$ cat src/rtl/i2c_rb_pkg.sv
package i2c_rb_pkg;

  typedef enum logic [2:0] {
    ST_IDLE,
    ST_ADDR,
    ST_SUB,
    ST_DATA,
    ST_SKIP
  } rx_state_t;

  // number of byte registers needed for the DAC bytes plus packed switch bits
  function automatic int bank_depth(input int n_dac, input int n_sw);
    return n_dac + (n_sw + 7) / 8;
  endfunction

  // stored width of register k
  function automatic int reg_width(input int k, input int n_dac, input int n_sw);
    int rem;
    if (k < n_dac) return 8;
    rem = n_sw - 8 * (k - n_dac);
    return (rem > 8) ? 8 : rem;
  endfunction

  // increment-mode successor, wrapping after the last implemented index
  function automatic logic [6:0] step_index(input logic [6:0] cur, input int last);
    return (cur >= 7'(last)) ? 7'd0 : cur + 7'd1;
  endfunction

  function automatic logic addr_write_match(input logic [7:0] b, input logic [6:0] dev);
    return b == {dev, 1'b0};
  endfunction

endpackage

$ cat src/rtl/i2c_line_sync.sv
module i2c_line_sync #(
  parameter int STAGES = 2
) (
  input  logic clk,
  input  logic rst_n,
  input  logic scl_in,
  input  logic sda_in,
  output logic sda_lvl,
  output logic scl_rise,
  output logic scl_fall,
  output logic start_evt,
  output logic stop_evt
);
  logic [STAGES-1:0] scl_pipe;
  logic [STAGES-1:0] sda_pipe;
  logic              scl_prev;
  logic              sda_prev;
  logic              scl_lvl;

  always_ff @(posedge clk or negedge rst_n) begin
    if (!rst_n) begin
      scl_pipe <= '1;
      sda_pipe <= '1;
      scl_prev <= 1'b1;
      sda_prev <= 1'b1;
    end else begin
      scl_pipe <= {scl_pipe[STAGES-2:0], scl_in};
      sda_pipe <= {sda_pipe[STAGES-2:0], sda_in};
      scl_prev <= scl_pipe[STAGES-1];
      sda_prev <= sda_pipe[STAGES-1];
    end
  end

  assign scl_lvl   = scl_pipe[STAGES-1];
  assign sda_lvl   = sda_pipe[STAGES-1];
  assign scl_rise  = scl_lvl & ~scl_prev;
  assign scl_fall  = ~scl_lvl & scl_prev;
  assign start_evt = scl_lvl & scl_prev & sda_prev & ~sda_lvl;
  assign stop_evt  = scl_lvl & scl_prev & ~sda_prev & sda_lvl;

endmodule

$ cat src/rtl/i2c_rx_engine.sv
module i2c_rx_engine
  import i2c_rb_pkg::*;
#(
  parameter logic [6:0] DEV_ADDR = 7'h45,
  parameter int         LAST_IDX = 16
) (
  input  logic       clk,
  input  logic       rst_n,
  input  logic       sda_lvl,
  input  logic       scl_rise,
  input  logic       scl_fall,
  input  logic       start_evt,
  input  logic       stop_evt,
  output logic       sda_oe,
  output logic       ack_phase,
  output logic       wr_en,
  output logic [6:0] wr_idx,
  output logic [7:0] wr_data
);
  rx_state_t  state;
  logic [7:0] shreg;
  logic [3:0] bit_cnt;
  logic [6:0] ptr;
  logic       refresh;
  logic       active;

  assign active = (state == ST_ADDR) || (state == ST_SUB) || (state == ST_DATA);

  always_ff @(posedge clk or negedge rst_n) begin
    if (!rst_n) begin
      state     <= ST_IDLE;
      shreg     <= '0;
      bit_cnt   <= '0;
      ptr       <= '0;
      refresh   <= 1'b0;
      sda_oe    <= 1'b0;
      ack_phase <= 1'b0;
      wr_en     <= 1'b0;
      wr_idx    <= '0;
      wr_data   <= '0;
    end else begin
      wr_en <= 1'b0;
      if (start_evt) begin
        state     <= ST_ADDR;
        bit_cnt   <= '0;
        ack_phase <= 1'b0;
        sda_oe    <= 1'b0;
      end else if (stop_evt) begin
        state     <= ST_IDLE;
        bit_cnt   <= '0;
        ack_phase <= 1'b0;
        sda_oe    <= 1'b0;
      end else if (active) begin
        if (scl_rise && bit_cnt < 4'd8) begin
          shreg   <= {shreg[6:0], sda_lvl};
          bit_cnt <= bit_cnt + 4'd1;
        end else if (scl_fall) begin
          if (ack_phase) begin
            ack_phase <= 1'b0;
            sda_oe    <= 1'b0;
            bit_cnt   <= '0;
          end else if (bit_cnt == 4'd8) begin
            unique case (state)
              ST_ADDR: begin
                if (addr_write_match(shreg, DEV_ADDR)) begin
                  sda_oe    <= 1'b1;
                  ack_phase <= 1'b1;
                  state     <= ST_SUB;
                end else begin
                  state   <= ST_SKIP;
                  bit_cnt <= '0;
                end
              end
              ST_SUB: begin
                sda_oe    <= 1'b1;
                ack_phase <= 1'b1;
                ptr       <= shreg[6:0];
                refresh   <= shreg[7];
                state     <= ST_DATA;
              end
              default: begin
                sda_oe    <= 1'b1;
                ack_phase <= 1'b1;
                wr_en     <= 1'b1;
                wr_idx    <= ptr;
                wr_data   <= shreg;
                if (!refresh) ptr <= step_index(ptr, LAST_IDX);
              end
            endcase
          end
        end
      end
    end
  end

endmodule

$ cat src/rtl/i2c_reg_bank.sv
module i2c_reg_bank
  import i2c_rb_pkg::*;
#(
  parameter int NUM_DAC = 15,
  parameter int NUM_SW  = 13
) (
  input  logic                 clk,
  input  logic                 rst_n,
  input  logic                 wr_en,
  input  logic [6:0]           wr_idx,
  input  logic [7:0]           wr_data,
  output logic [NUM_DAC*8-1:0] dac_vals,
  output logic [NUM_SW-1:0]    sw_bits
);
  localparam int DEPTH = bank_depth(NUM_DAC, NUM_SW);

  for (genvar k = 0; k < DEPTH; k++) begin : g_reg
    localparam int W = reg_width(k, NUM_DAC, NUM_SW);
    logic [W-1:0] q;

    always_ff @(posedge clk or negedge rst_n) begin
      if (!rst_n)                          q <= '0;
      else if (wr_en && wr_idx == 7'(k))   q <= wr_data[W-1:0];
    end

    if (k < NUM_DAC) begin : g_dac
      assign dac_vals[8*k +: 8] = q;
    end else begin : g_sw
      assign sw_bits[8*(k-NUM_DAC) +: W] = q;
    end
  end

endmodule

$ cat src/rtl/i2c_wr_regbank.sv
module i2c_wr_regbank
  import i2c_rb_pkg::*;
#(
  parameter logic [6:0] DEV_ADDR    = 7'h45,
  parameter int         NUM_DAC     = 15,
  parameter int         NUM_SW      = 13,
  parameter int         SYNC_STAGES = 2
) (
  input  logic                 clk,
  input  logic                 rst_n,
  input  logic                 scl_i,
  input  logic                 sda_i,
  output logic                 sda_oe,
  output logic [NUM_DAC*8-1:0] dac_vals,
  output logic [NUM_SW-1:0]    sw_bits
);
  localparam int DEPTH    = bank_depth(NUM_DAC, NUM_SW);
  localparam int LAST_IDX = DEPTH - 1;

  logic       sda_lvl_w;
  logic       scl_rise_w;
  logic       scl_fall_w;
  logic       start_evt_w;
  logic       stop_evt_w;
  logic       ack_phase_w;
  logic       wr_en_w;
  logic [6:0] wr_idx_w;
  logic [7:0] wr_data_w;

  i2c_line_sync #(.STAGES(SYNC_STAGES)) u_sync (
    .clk      (clk),
    .rst_n    (rst_n),
    .scl_in   (scl_i),
    .sda_in   (sda_i),
    .sda_lvl  (sda_lvl_w),
    .scl_rise (scl_rise_w),
    .scl_fall (scl_fall_w),
    .start_evt(start_evt_w),
    .stop_evt (stop_evt_w)
  );

  i2c_rx_engine #(.DEV_ADDR(DEV_ADDR), .LAST_IDX(LAST_IDX)) u_eng (
    .clk      (clk),
    .rst_n    (rst_n),
    .sda_lvl  (sda_lvl_w),
    .scl_rise (scl_rise_w),
    .scl_fall (scl_fall_w),
    .start_evt(start_evt_w),
    .stop_evt (stop_evt_w),
    .sda_oe   (sda_oe),
    .ack_phase(ack_phase_w),
    .wr_en    (wr_en_w),
    .wr_idx   (wr_idx_w),
    .wr_data  (wr_data_w)
  );

  i2c_reg_bank #(.NUM_DAC(NUM_DAC), .NUM_SW(NUM_SW)) u_bank (
    .clk     (clk),
    .rst_n   (rst_n),
    .wr_en   (wr_en_w),
    .wr_idx  (wr_idx_w),
    .wr_data (wr_data_w),
    .dac_vals(dac_vals),
    .sw_bits (sw_bits)
  );

endmodule

$ cat config.mk
export PLATFORM = sky130hd
export DESIGN_NAME = i2c_wr_regbank
export DESIGN_NICKNAME = d
export VERILOG_FILES = /design/src/rtl/i2c_rb_pkg.sv /design/src/rtl/i2c_line_sync.sv /design/src/rtl/i2c_rx_engine.sv /design/src/rtl/i2c_reg_bank.sv /design/src/rtl/i2c_wr_regbank.sv
export SDC_FILE = /design/constraint.sdc
export NUM_CORES = 1
export LEC_CHECK = 0
export BUFFER_PORTS_ARGS = -buffer_cell sky130_fd_sc_hd__buf_2
export CAP_MARGIN = 0
export CORE_MARGIN = 2
export CORE_UTILIZATION = 50
export DETAILED_ROUTE_END_ITERATION = 12
export PLACE_DENSITY = 0.81
export SETUP_SLACK_MARGIN = 0.1
export SLEW_MARGIN = 20
export SYNTH_ARGS = -nofsm -noshare
export SYNTH_HDL_FRONTEND = slang
export SYNTH_HIERARCHICAL = 1
export SYNTH_SLANG_ARGS = --single-unit
$ cat constraint.sdc
create_clock -name clk -period 2.6 [get_ports clk]
set_input_delay 0.26 -clock clk [delete_from_list [all_inputs] [get_ports clk]]
set_output_delay 0.26 -clock clk [all_outputs]
set_load 0.01 [all_outputs]
* After elaboration in Yosys (flattened, before gate mapping) *
Index checks and enable logic that the tools add are counted.

storage, ports and cells
  register bits after elaboration = 180
  input bits = 4
  output and inout port bits = 134
  word-level logic and storage cells = 163

cells by class
  add/subtract/negate cells = 2
  order comparisons = 2
  equality and inequality tests = 26
  multiplexer cells = 47
  bitwise gates (word level) = 17
  reductions and logical operators = 38

operators by type and width
  kind                                                                                 number
  7-bit by 4-bit == test with 1-bit output, second input constant                      8
  4-bit two-way mux                                                                    9
  7-bit by 3-bit == test with 1-bit output, second input constant                      4
  1-bit two-way mux                                                                    26
  3-bit two-way mux                                                                    8
  1-bit logical AND                                                                    18
  8-bit AND reduction                                                                  2
  7-bit by 2-bit == test with 1-bit output, second input constant                      2
  7-bit two-way mux                                                                    2
  7-bit case mux with 2 select lines                                                   1
  4-bit nonzero test                                                                   3
  1-bit inverter                                                                       10
  5-bit AND reduction                                                                  2
  5-bit nonzero test                                                                   2
  9-bit AND reduction                                                                  1
  3-bit nonzero test                                                                   3
  8-bit == test, second input constant                                                 1
  7-bit by 1-bit adder with 7-bit output, second input constant                        1
  1-bit bitwise AND                                                                    7
  7-bit by 1-bit == test with 1-bit output, second input constant                      1
  7-bit by 5-bit == test with 1-bit output, second input constant                      1
  7-bit by 5-bit greater-or-equal comparator with 1-bit output, second input constant  1
  7-bit zero test                                                                      1
  3-bit by 2-bit == test with 1-bit output, second input constant                      2
  other kinds (14)                                                                     16

* Longest topological paths before layout *
Gate-level depths: netlist of run 1.

  depth after elaboration = 10
  mapped depth = 7
  depth with buffers taken out = 6

* Hierarchy *
The synthesis of run 1 kept the hierarchy.

modules (own cells, without submodules)
  module         times used  cells each  area each (um^2)  sequential area each (um^2)
  i2c_reg_bank   1           306         5114.9            3328.2
  i2c_rx_engine  1           157         1946.9            1026.0
  i2c_line_sync  1           10          190.2             157.7

* Least setup slack after synthesis of run 1 *
No wires, ideal clock.

  kind = register -> register
  start point = register u_eng.wr_idx[4]
  end point = register u_bank.g_reg[7].q[0]
  setup time = 0.125 ns
  arrival time = 1.859 ns
  required time = 2.475 ns
  slack = 0.616 ns
  stages on the path, launching flop included = 5
  buffers on the path = 1
  period minus slack after synthesis = 1.984 ns
  cell sequence = dfrtp_1 -> or4b_1 -> buf_6 -> nor4_4 -> mux2_2

between the ends
  cells in the longest elaborated chain, start to end = 2

ends and longest elaborated chain
  element                                   line                 source
  start: declaration                        i2c_rx_engine.sv:17  output logic [6:0] wr_idx,
  start signal: assignment                  i2c_rx_engine.sv:85  wr_idx <= ptr;
  7-bit by 3-bit == test with 1-bit output  i2c_reg_bank.sv:23   else if (wr_en && wr_idx == 7'(k)) q <= wr_data[W-1:0];
  1-bit logical AND                         i2c_reg_bank.sv:23
  end signal: assignment                    i2c_reg_bank.sv:23
  end: declaration                          i2c_reg_bank.sv:19   logic [W-1:0] q;

Every way passes these cells.
A chain may end at the register's enable or synchronous reset.

* Final worst setup path of run 1 *
  start point = register u_eng.wr_idx[4]
  end point = register u_bank.g_reg[7].q[1]

Same word-level chain as after synthesis.

==> results.sh, run 1 <==
export IMPL_outcome="completed"
export IMPL_cts_tree="built"
export IMPL_r2r_end="u_bank/g_reg[7].q[1]"
export IMPL_p_per_area_nw_per_um2=669.8
export IMPL_grt_use_total=0.2151
export IMPL_maxSlewViolCount=0
export IMPL_power_total_mw=5.893
export IMPL_root_buffer="clkbuf_16"
export IMPL_start_util=0.5047
export IMPL_finClkSkew_ns=0.007106
export IMPL_post_route_drc_count=0
export IMPL_met3_usage=0.04253
export IMPL_cp_required_ns=2.90
export IMPL_dieArea_um2=15480
export IMPL_firstDrtPassIters=4
export IMPL_die_h_um=124.4
export IMPL_synth_adder_area_share=0.006901
export IMPL_timing_rr_start="u_eng/wr_idx[4]"
export IMPL_netlist_area_leader_share=0.6004
export IMPL_min_period_ns=2.306
export IMPL_clkLatencyLatePin_ns=0.42
export IMPL_syn_nets=481
export IMPL_ys_ff_latch=180
export IMPL_rsz0062_at_grt="false"
export IMPL_worst_setup_path_end_kind="flip-flop"
export IMPL_dp_hpwl_mm=10.85
export IMPL_io_buffers=137
export IMPL_nFillCells=1042
export IMPL_grt_pass1_vias=4743
export IMPL_antenna_cells=0
export IMPL_coreArea_um2=14370
export IMPL_dpl_cell_area_um2=8145
export IMPL_via_count=4542
export IMPL_syn_area_um2=7252
export IMPL_layout_nets=629
export IMPL_hold_class="in -> async"
export IMPL_synth_simple_area_share=0.07212
export IMPL_grt_most_used_layer="met2"
export IMPL_critPathLaunch="u_eng/wr_idx[4]"
export IMPL_rrSetupSlack_ns=0.29
export IMPL_layout_cells_non_filler=818
export IMPL_wire_per_inst_um=19.76
export IMPL_design_area_um2=8798
export IMPL_via_per_inst=5.553
export IMPL_antenna_found_initial=0
export IMPL_hold_viol=0
export IMPL_synth_edf_count=0
export IMPL_cts_inserted_buffers=17
export IMPL_synth_compound_area_share=0.02761
export IMPL_drive_gt1_frac=0.5552
export IMPL_synth_ff_type="dfrtp_1"
export IMPL_ys_types=51
export IMPL_yosys_warnings=6
export IMPL_max_freq_mhz=433.6
export IMPL_worstRegToRegCells=3
export IMPL_rows=44
export IMPL_synthCells=473
export IMPL_clk_path_buf_depth=2
export IMPL_finalSetupTns_ns=0
export IMPL_synth_xor_area_frac=0.001208
export IMPL_wl_mm=16.17
export IMPL_synthMuxAreaShare=0.2503
export IMPL_clk_pin_slew_ns=0.07
export IMPL_max_slew_margin=0.4264
export IMPL_gp_routability_congestion=0.8311
export IMPL_grt_overflow_total=0
export IMPL_die_w_um=124.4
export IMPL_syn_area_per_cell_um2=15.33
export IMPL_clock_sinks=180
export IMPL_yosysSeqAreaShare=0.6222
export IMPL_drtIter0Drc=313
export IMPL_dp_cells=783
export IMPL_io_pins=138
export IMPL_utilization=0.6123
export IMPL_cp_arrival_ns=2.60
export IMPL_final_antenna_net_count=0
export IMPL_drv_cap=0
export IMPL_synth_top_cell_by_area="dfrtp_1"
export IMPL_irDropWorstVdd_mv=0.4768
export IMPL_cts_resized_gates=0
export IMPL_critical_path_max_fanout=8
export IMPL_async_reset_ff_frac=1.000
export IMPL_setup_viol=0
export IMPL_critPathKind="reg -> reg"
export IMPL_use_met1=0.2720
export IMPL_fin_crit_sh=0.8871
export IMPL_crit_path_start_kind="flip-flop"
export IMPL_area_growth_pct=21.33
export IMPL_worst_pin_slew_ns=0.8604
export IMPL_grt_max_degree=79
export IMPL_grt_pass1_wl_mm=26.03
export IMPL_htreeDepth=4
export IMPL_synth_top_family_by_area="multiplexers"
export IMPL_ys_top_cells_by_area="dfrtp_1 (60%), mux2_2 (23%), dfstp_2 (2.2%), mux2_4 (2.1%), nor3b_4 (0.78%)"
export IMPL_p_leak_nw=4.848
export IMPL_grt_use_met2=0.3668
-- layout by cell type (no fill, tap or decap), types with 7 or more instances in the layout --
cell type  Yosys  layout
buf_2          3     136
buf_4          1       7
clkbuf_16      0      17
dfrtp_1      174     174
inv_1         11      11
mux2_2       147     147
mux2_4        10      10
nand2_1       11      11
nand3_1        8       8
nor2_1         7       7
o21ai_0        7       7
-- power by group --
group / total (mW) / switching, mW / internal (mW) / leakage [nW]
clock: 2.66 / 1.08 / 1.58 / 0.297
combinational: 0.243 / 0.134 / 0.110 / 2.07
sequential: 2.99 / 0.105 / 2.89 / 2.48
total: 5.89 / 1.32 / 4.57 / 4.85
-- sequential cells by signal, summed over array words and instances, names as in the netlist --
register         count
u_eng/shreg          8
u_sync/sda_prev      1
u_eng/sda_oe         1
u_eng/state          3
u_sync/sda_pipe      2
u_eng/ack_phase      1
u_sync/scl_pipe      2
u_eng/ptr            7
u_eng/bit_cnt        4
u_sync/scl_prev      1
u_eng/wr_en          1
u_eng/wr_data        8
u_eng/refresh        1
u_eng/wr_idx         7
u_bank/g.q         133
-- routing by layer --
layer | wire length (um) | vias up
li1 | - | 2004
met1 | 7070 | 2389
met2 | 8206 | 127
met3 | 532 | 22
met4 | 357 | 0
met5 | 0 | -
-- through the flow --
| step | hold slack, ns | setup WS (ns) |
|---|---|---|
| final | 0.3572 | 0.2936 |
| after global routing | 0.3599 | 0.1902 |
| after CTS | 0.3575 | 0.3029 |
| after detailed placement | 0.2400 | 0.3216 |
| after global placement | 0.2341 | 0.4112 |
| after floorplan | -0.03559 | 0.6163 |
-- worst max-delay path: stages (launching register included) --
cell and delay [ns]:
dfrtp_1 0.42, or4b_1 0.78, nor4_4 0.58, mux2_2 0.41
-- layout make-up --
type	instances	area [um2]	area share
Sequential cell	180	4512	0.5128
Tap cell	184	230.2	0.02617
Multi-Input combinational cell	263	2597	0.2952
Timing Repair Buffer	148	794.5	0.09030
Inverter	11	41.29	0.004693
Clock buffer	19	452.9	0.05148
Clock inverter	13	170.2	0.01934
-- repair_timing --
| item | in CTS | in global routing |
|---|---|---|
| setup buffers | 0 | 0 |
| hold endpoints to repair | 52 | 0 |
| hold buffers | 3 | 0 |
-- worst max path at each step --
stage | slack [ns] | to | cells past startpoint
finish | 0.29 | u_bank/g_reg[7].q[1] | 3
global route | 0.19 | u_bank/g_reg[7].q[1] | 3
CTS | 0.30 | u_bank/g_reg[7].q[1] | 3
detailed placement | 0.32 | u_bank/g_reg[7].q[6] | 3
global placement | 0.41 | u_bank/g_reg[7].q[2] | 3
floorplan | 0.62 | u_bank/g_reg[7].q[0] | 4
-- cells in the mapped netlist, types with 3 or more instances --
cell type / number
dfrtp_1: 174
mux2_2: 147
clkbuf_1: 12
inv_1: 11
nand2_1: 11
mux2_4: 10
nand3_1: 8
nor2_1: 7
o21ai_0: 7
a21oi_1: 6
dfstp_2: 6
nor2b_1: 6
nand4b_1: 5
ha_1: 4
nand4_1: 4
a221oi_1: 3
a31oi_1: 3
buf_2: 3
buf_6: 3
nor3_1: 3
nor3b_4: 3
-- cells by family after synthesis --
family	count (synthesis)
XOR/XNOR	1
AO/OA/AOI/OAI	30
adder cells (fa/ha/maj)	4
flip-flops	180
buffers and inverters	30
multiplexers	158
AND/OR/NAND/NOR	70
Note: power is estimated with default switching activity, not from simulation.
==> run 2, diff against run 1 <==
PLACE_DENSITY = 0.84   (was 0.81)
clock period = 1.9 ns   (was 2.6 ns; I/O delays follow)
==> run 2 against run 1 <==
Effect of this change: the flow now finishes with violations (negative setup slack); utilization up 6.6 points; combinational power rose by 130%; die area stayed put; clock-buffer cell count increased by 2; register-to-register slack got worse by 0.36 ns; highest routed layer unchanged; clock power up 36%; non-clock buffer count increased by 41; routed wire length up 16%; cell count increased by 5.0%; critical path type unchanged; flip-flop and latch count unchanged.
==> results.sh, run 2 (synthesis gave the netlist of run 1 again) <==
export IMPL_outcome="complete, but fails checks"
export IMPL_violations="negative setup slack"
export IMPL_largest_register="u_bank/g.q"
export IMPL_clock_sinks=180
export IMPL_post_route_drc_count=0
export IMPL_grt_use_total=0.2289
export IMPL_die_w_um=124.4
export IMPL_hold_slack_ns=0.2042
export IMPL_largest_reg_flops=133
export IMPL_drive_gt1_frac=0.6193
export IMPL_irDropWorstVdd_mv=1.037
export IMPL_io_pins=138
export IMPL_setup_viol=44
export IMPL_worst_setup_path_end_kind="flip-flop"
export IMPL_drtIter0Drc=324
export IMPL_cts_tree="built"
export IMPL_dp_cells=815
export IMPL_htreeDepth=4
export IMPL_root_buffer="clkbuf_16"
export IMPL_cp_required_ns=2.20
export IMPL_max_slew_margin=0.4502
export IMPL_reg_top3="u_bank/g.q x133, u_eng/shreg x8, u_eng/wr_data x8"
export IMPL_wire_per_inst_um=21.87
export IMPL_dieArea_um2=15480
export IMPL_final_cell_mix="dfrtp_1 (174), buf_2 (137), mux2_4 (84)"
export IMPL_final_common_cell="dfrtp_1"
export IMPL_clkLatencyLatePin_ns=0.43
export IMPL_final_antenna_net_count=0
export IMPL_antenna_cells=0
export IMPL_coreArea_um2=14370
export IMPL_layout_cells_non_filler=859
export IMPL_wl_mm=18.79
export IMPL_area_growth_pct=34.37
export IMPL_rows=44
export IMPL_cts_inserted_buffers=17
export IMPL_rsz0062_at_grt="true"
export IMPL_hold_viol=0
export IMPL_antenna_found_initial=0
export IMPL_fin_crit_sh=1.033
export IMPL_start_util=0.5047
export IMPL_via_count=4792
export IMPL_hold_class="in -> async"
export IMPL_worst_pin_slew_ns=0.8247
export IMPL_layout_nets=670
export IMPL_critPathKind="reg -> reg"
export IMPL_grt_max_degree=63
export IMPL_io_buffers=137
export IMPL_finClkSkew_ns=0.01010
export IMPL_finalSetupTns_ns=-0.9622
export IMPL_dp_hpwl_mm=11.70
export IMPL_setup_slack_ns=-0.06255
export IMPL_clk_path_buf_depth=2
export IMPL_grt_pass1_vias=5103
export IMPL_grt_overflow_total=0
export IMPL_grt_pass1_wl_mm=27.69
export IMPL_maxSlewViolCount=0
export IMPL_critical_path_max_fanout=8
export IMPL_clk_pin_slew_ns=0.07
export IMPL_post_place_ws_ns=-0.06543
export IMPL_p_per_area_nw_per_um2=849.2
export IMPL_p_leak_nw=5.314
export IMPL_crit_path_start_kind="flip-flop"
export IMPL_via_per_inst=5.579
export IMPL_max_freq_mhz=509.5
export IMPL_cp_arrival_ns=2.26
export IMPL_die_h_um=124.4
export IMPL_gp_routability_congestion=0.7935
export IMPL_firstDrtPassIters=4
export IMPL_min_period_ns=1.963
export IMPL_drv_cap=0
==> run 2: cell types whose count changed in the layout (fill, tap and decap cells not counted), sizes merged <==
cell / delta
buf: +41
inv: -2
clkinv: +1
clkinvlp: -1
clkbuf: +2
==> run 2: path summary, 6_finish.rpt <==
path,start,to,slack [ns],depth (start not counted)
min reg2reg,u_sync/scl_pipe[0],u_sync/scl_pipe[1],0.36,0
max,u_eng/wr_idx[4],u_bank/g_reg[7].q[7],-0.06,5
max in group asynchronous,rst_n,u_bank/g_reg[4].q[2],0.93,3
max reg2reg,u_eng/wr_idx[4],u_bank/g_reg[7].q[7],-0.06,5
min in group clk,u_sync/scl_pipe[0],u_sync/scl_pipe[1],0.36,0
min,rst_n,u_bank/g_reg[5].q[3],0.20,2
==> run 2: per-stage QoR <==
stage / power, mW / cell area, um2 / utilization
finish: 8.275 / 9744 / 0.6782
floorplan: 4.370 / 7373 / -
CTS: 8.236 / 9472 / 0.6592
detailed placement: 4.591 / 8566 / 0.5961
global route: 8.558 / 9744 / 0.6782
global placement: 4.538 / 8566 / 0.5961
==> run 2: critical path, cell delays in order, from the launching register on <==
cell	delay [ns]
dfrtp_1	0.40
or4b_4	0.55
buf_8	0.16
nor4_4	0.21
buf_6	0.20
mux2_4	0.32
==> run 2: cell type report <==
cell class / instances / area, um2
Timing Repair Buffer: 189 / 1269
Clock inverter: 11 / 150.1
Inverter: 11 / 41.29
Fill cell: 914 / 4624
Clock buffer: 21 / 460.4
Sequential cell: 180 / 4512
Multi-Input combinational cell: 263 / 3082
Tap cell: 184 / 230.2
==> run 2: what timing repair did <==
action,4_1_cts,5_1_grt
setup endpoints to repair,105,149
cloned,1,1
pin swaps,10,10
buffers inserted,4,5
hold buffers,3,0
hold endpoints to repair,81,0
gates resized for setup,52,65
==> run 2: routing by layer <==
layer	part of all wire	global-route usage	routed length, um
met1	0.41	0.2755	7612
met2	0.53	0.3989	9924
met3	0.041	0.05369	776
met4	0.025	0.08923	472
met5	0	0	0
==> run 2: power by group <==
part / leakage [nW] / total (mW) / switching (mW) / internal [mW]
Combinational: 2.54 / 0.553 / 0.267 / 0.286
Clock: 0.294 / 3.61 / 1.46 / 2.15
Sequential: 2.48 / 4.11 / 0.161 / 3.95
==> run 3, diff against run 2 <==
CORE_MARGIN = default   (was 2)
PLACE_DENSITY = 0.81   (was 0.84)
clock period = 2.4 ns   (was 1.9 ns; I/O delays follow)
==> run 3 against run 2 <==
Effect of this change: the flow now finishes without violations; utilization fell by 5.3 points; setup slack better by 0.26 ns; design area decreased by 10%; via count shrank 5.9%; maximum frequency decreased by 11%; flip-flop and latch count stayed put; critical path depth is 2 lower; sequential share of layout area rose by 5.3 points.
==> results.sh, run 3 (synthesis gave the netlist of run 1 again) <==
export IMPL_outcome="completed"
export IMPL_critical_path_max_fanout=8
export IMPL_final_antenna_net_count=0
export IMPL_cts_tree="built"
export IMPL_fin_crit_sh=0.9183
export IMPL_swShare=0.2217
export IMPL_setup_viol=0
export IMPL_htreeDepth=4
export IMPL_nFillCells=1020
export IMPL_finClkSkew_ns=0.006700
export IMPL_firstDrtPassIters=4
export IMPL_final_cell_mix="dfrtp_1 (174), mux2_2 (147), buf_2 (136)"
export IMPL_grt_pass1_wl_mm=25.33
export IMPL_critPathLaunch="u_eng/wr_idx[4]"
export IMPL_worstRegToRegCells=3
export IMPL_cts_setup_buffers=0
export IMPL_p_int_mw=4.715
export IMPL_r2r_end="u_bank/g_reg[14].q[5]"
export IMPL_area_growth_pct=20.63
export IMPL_min_period_ns=2.204
export IMPL_antenna_found_initial=0
export IMPL_layout_nets=631
export IMPL_p_leak_nw=4.830
export IMPL_dieArea_um2=14990
export IMPL_cts_resized_gates=0
export IMPL_rrSetupSlack_ns=0.20
export IMPL_worstSetupEndpoint="u_bank/g_reg[14].q[5]"
export IMPL_clkLatencyLatePin_ns=0.43
export IMPL_utilization=0.6254
export IMPL_crit_path_start_kind="flip-flop"
export IMPL_reg_top3="u_bank/g.q x133, u_eng/shreg x8, u_eng/wr_data x8"
export IMPL_clk_path_buf_depth=2
export IMPL_critPathKind="reg -> reg"
export IMPL_die_h_um=122.4
export IMPL_dp_hpwl_mm=10.89
export IMPL_multiInputGateArea_um2=2597
export IMPL_clock_sinks=180
export IMPL_maxSlewViolCount=0
export IMPL_seqCellArea_um2=4512
export IMPL_cts_inserted_buffers=17
export IMPL_antenna_cells=0
export IMPL_post_route_drc_count=0
export IMPL_switchingPower_mw=1.343
export IMPL_rows=43
export IMPL_max_freq_mhz=453.7
export IMPL_grt_use_total=0.2279
export IMPL_gp_routability_congestion=0.8377
export IMPL_coreArea_um2=13990
export IMPL_grt_overflow_total=0
export IMPL_cp_required_ns=2.72
export IMPL_largest_reg_flops=133
export IMPL_hold_viol=0
export IMPL_grt_pass1_vias=4712
export IMPL_pwr_share_comb=0.045
export IMPL_cp_arrival_ns=2.52
export IMPL_final_common_cell="dfrtp_1"
export IMPL_max_slew_margin=0.4545
export IMPL_wl_mm=15.85
export IMPL_drtIter0Drc=271
export IMPL_start_util=0.5184
export IMPL_worst_pin_slew_ns=0.8182
export IMPL_io_buffers=137
export IMPL_die_w_um=122.4
export IMPL_clk_pin_slew_ns=0.06
export IMPL_via_per_inst=5.534
export IMPL_worst_setup_path_end_kind="flip-flop"
export IMPL_drive_gt1_frac=0.5496
export IMPL_finalSetupTns_ns=0
export IMPL_grt_max_degree=76
export IMPL_p_clk_frac=0.420
export IMPL_p_per_area_nw_per_um2=692.5
export IMPL_top_layer_used="met4"
export IMPL_irDropWorstVdd_mv=0.4727
export IMPL_drv_cap=0
export IMPL_detailroute_wirelength_met2_mm=7.867
export IMPL_largest_register="u_bank/g.q"
export IMPL_wl_met3_um=746
export IMPL_io_pins=138
export IMPL_timing_rr_start="u_eng/wr_idx[4]"
export IMPL_hold_class="reg -> reg"
export IMPL_rsz0062_at_grt="false"
export IMPL_seqPwrFrac=0.535
export IMPL_wl_met1_mm=6.867
export IMPL_hold_start="u_sync/sda_pipe[0]"
export IMPL_wire_per_inst_um=19.45
export IMPL_root_buffer="clkbuf_16"
export IMPL_via_count=4510
==> run 3: layout make-up <==
cell class | instances | area share
Tap cell | 180 | 0.02574
Timing Repair Buffer | 150 | 0.09396
Clock buffer | 26 | 0.05821
Clock inverter | 5 | 0.004720
Inverter | 11 | 0.004720
Sequential cell | 180 | 0.5157
Multi-Input combinational cell | 263 | 0.2969
==> run 3: how the worst min path moves through the flow <==
stage | end | slack, ns | cells after the start
floorplan | u_bank/g_reg[0].q[0] | -0.06 | 0
global placement | u_bank/g_reg[2].q[4] | 0.30 | 1
detailed placement | u_bank/g_reg[2].q[4] | 0.31 | 1
CTS | u_sync/sda_pipe[1] | 0.36 | 0
global route | u_sync/sda_pipe[1] | 0.36 | 0
finish | u_sync/sda_pipe[1] | 0.36 | 0
==> run 3: layer usage <==
metal  track usage  vias to the layer above
li1              -                     2013
met4       0.09375                        0
met5             0                        -
met3       0.05948                       30
met2        0.3683                      125
met1        0.2918                     2342
==> run 3: worst max-delay path: stages, from the launching register on <==
cell and delay [ns]:
dfrtp_1 0.42, or4b_1 0.79, nor3b_4 0.49, mux2_2 0.39
==> run 3: power groups by stage <==
stage	combinational, mW	sequential (mW)	clock [mW]
6_report	0.274	3.24	2.54
5_1_grt	0.311	3.26	2.73
4_1_cts	0.281	3.24	2.60
3_5_place_dp	0.277	3.29	0
3_3_place_gp	0.251	3.28	0
2_1_floorplan	0.175	3.25	0
==> run 3: metrics by stage <==
stage | instances | worst slack [ns] | cell area [um2] | hold WS [ns] | power (mW)
3_5_place_dp | 781 | 0.2134 | 8168 | 0.3074 | 3.570
6_report | 815 | 0.1961 | 8748 | 0.3562 | 6.058
2_1_floorplan | 473 | 0.4163 | 7252 | -0.05559 | 3.426
4_1_cts | 815 | 0.2042 | 8748 | 0.3570 | 6.116
5_1_grt | 815 | 0.1220 | 8748 | 0.3579 | 6.296
3_3_place_gp | 781 | 0.2704 | 8168 | 0.2976 | 3.536
==> run 3: timing repair <==
action | 4_1_cts | 5_1_grt
hold endpoints to repair | 72 | 0
setup endpoints to repair | 0 | 0
hold buffers | 3 | 0
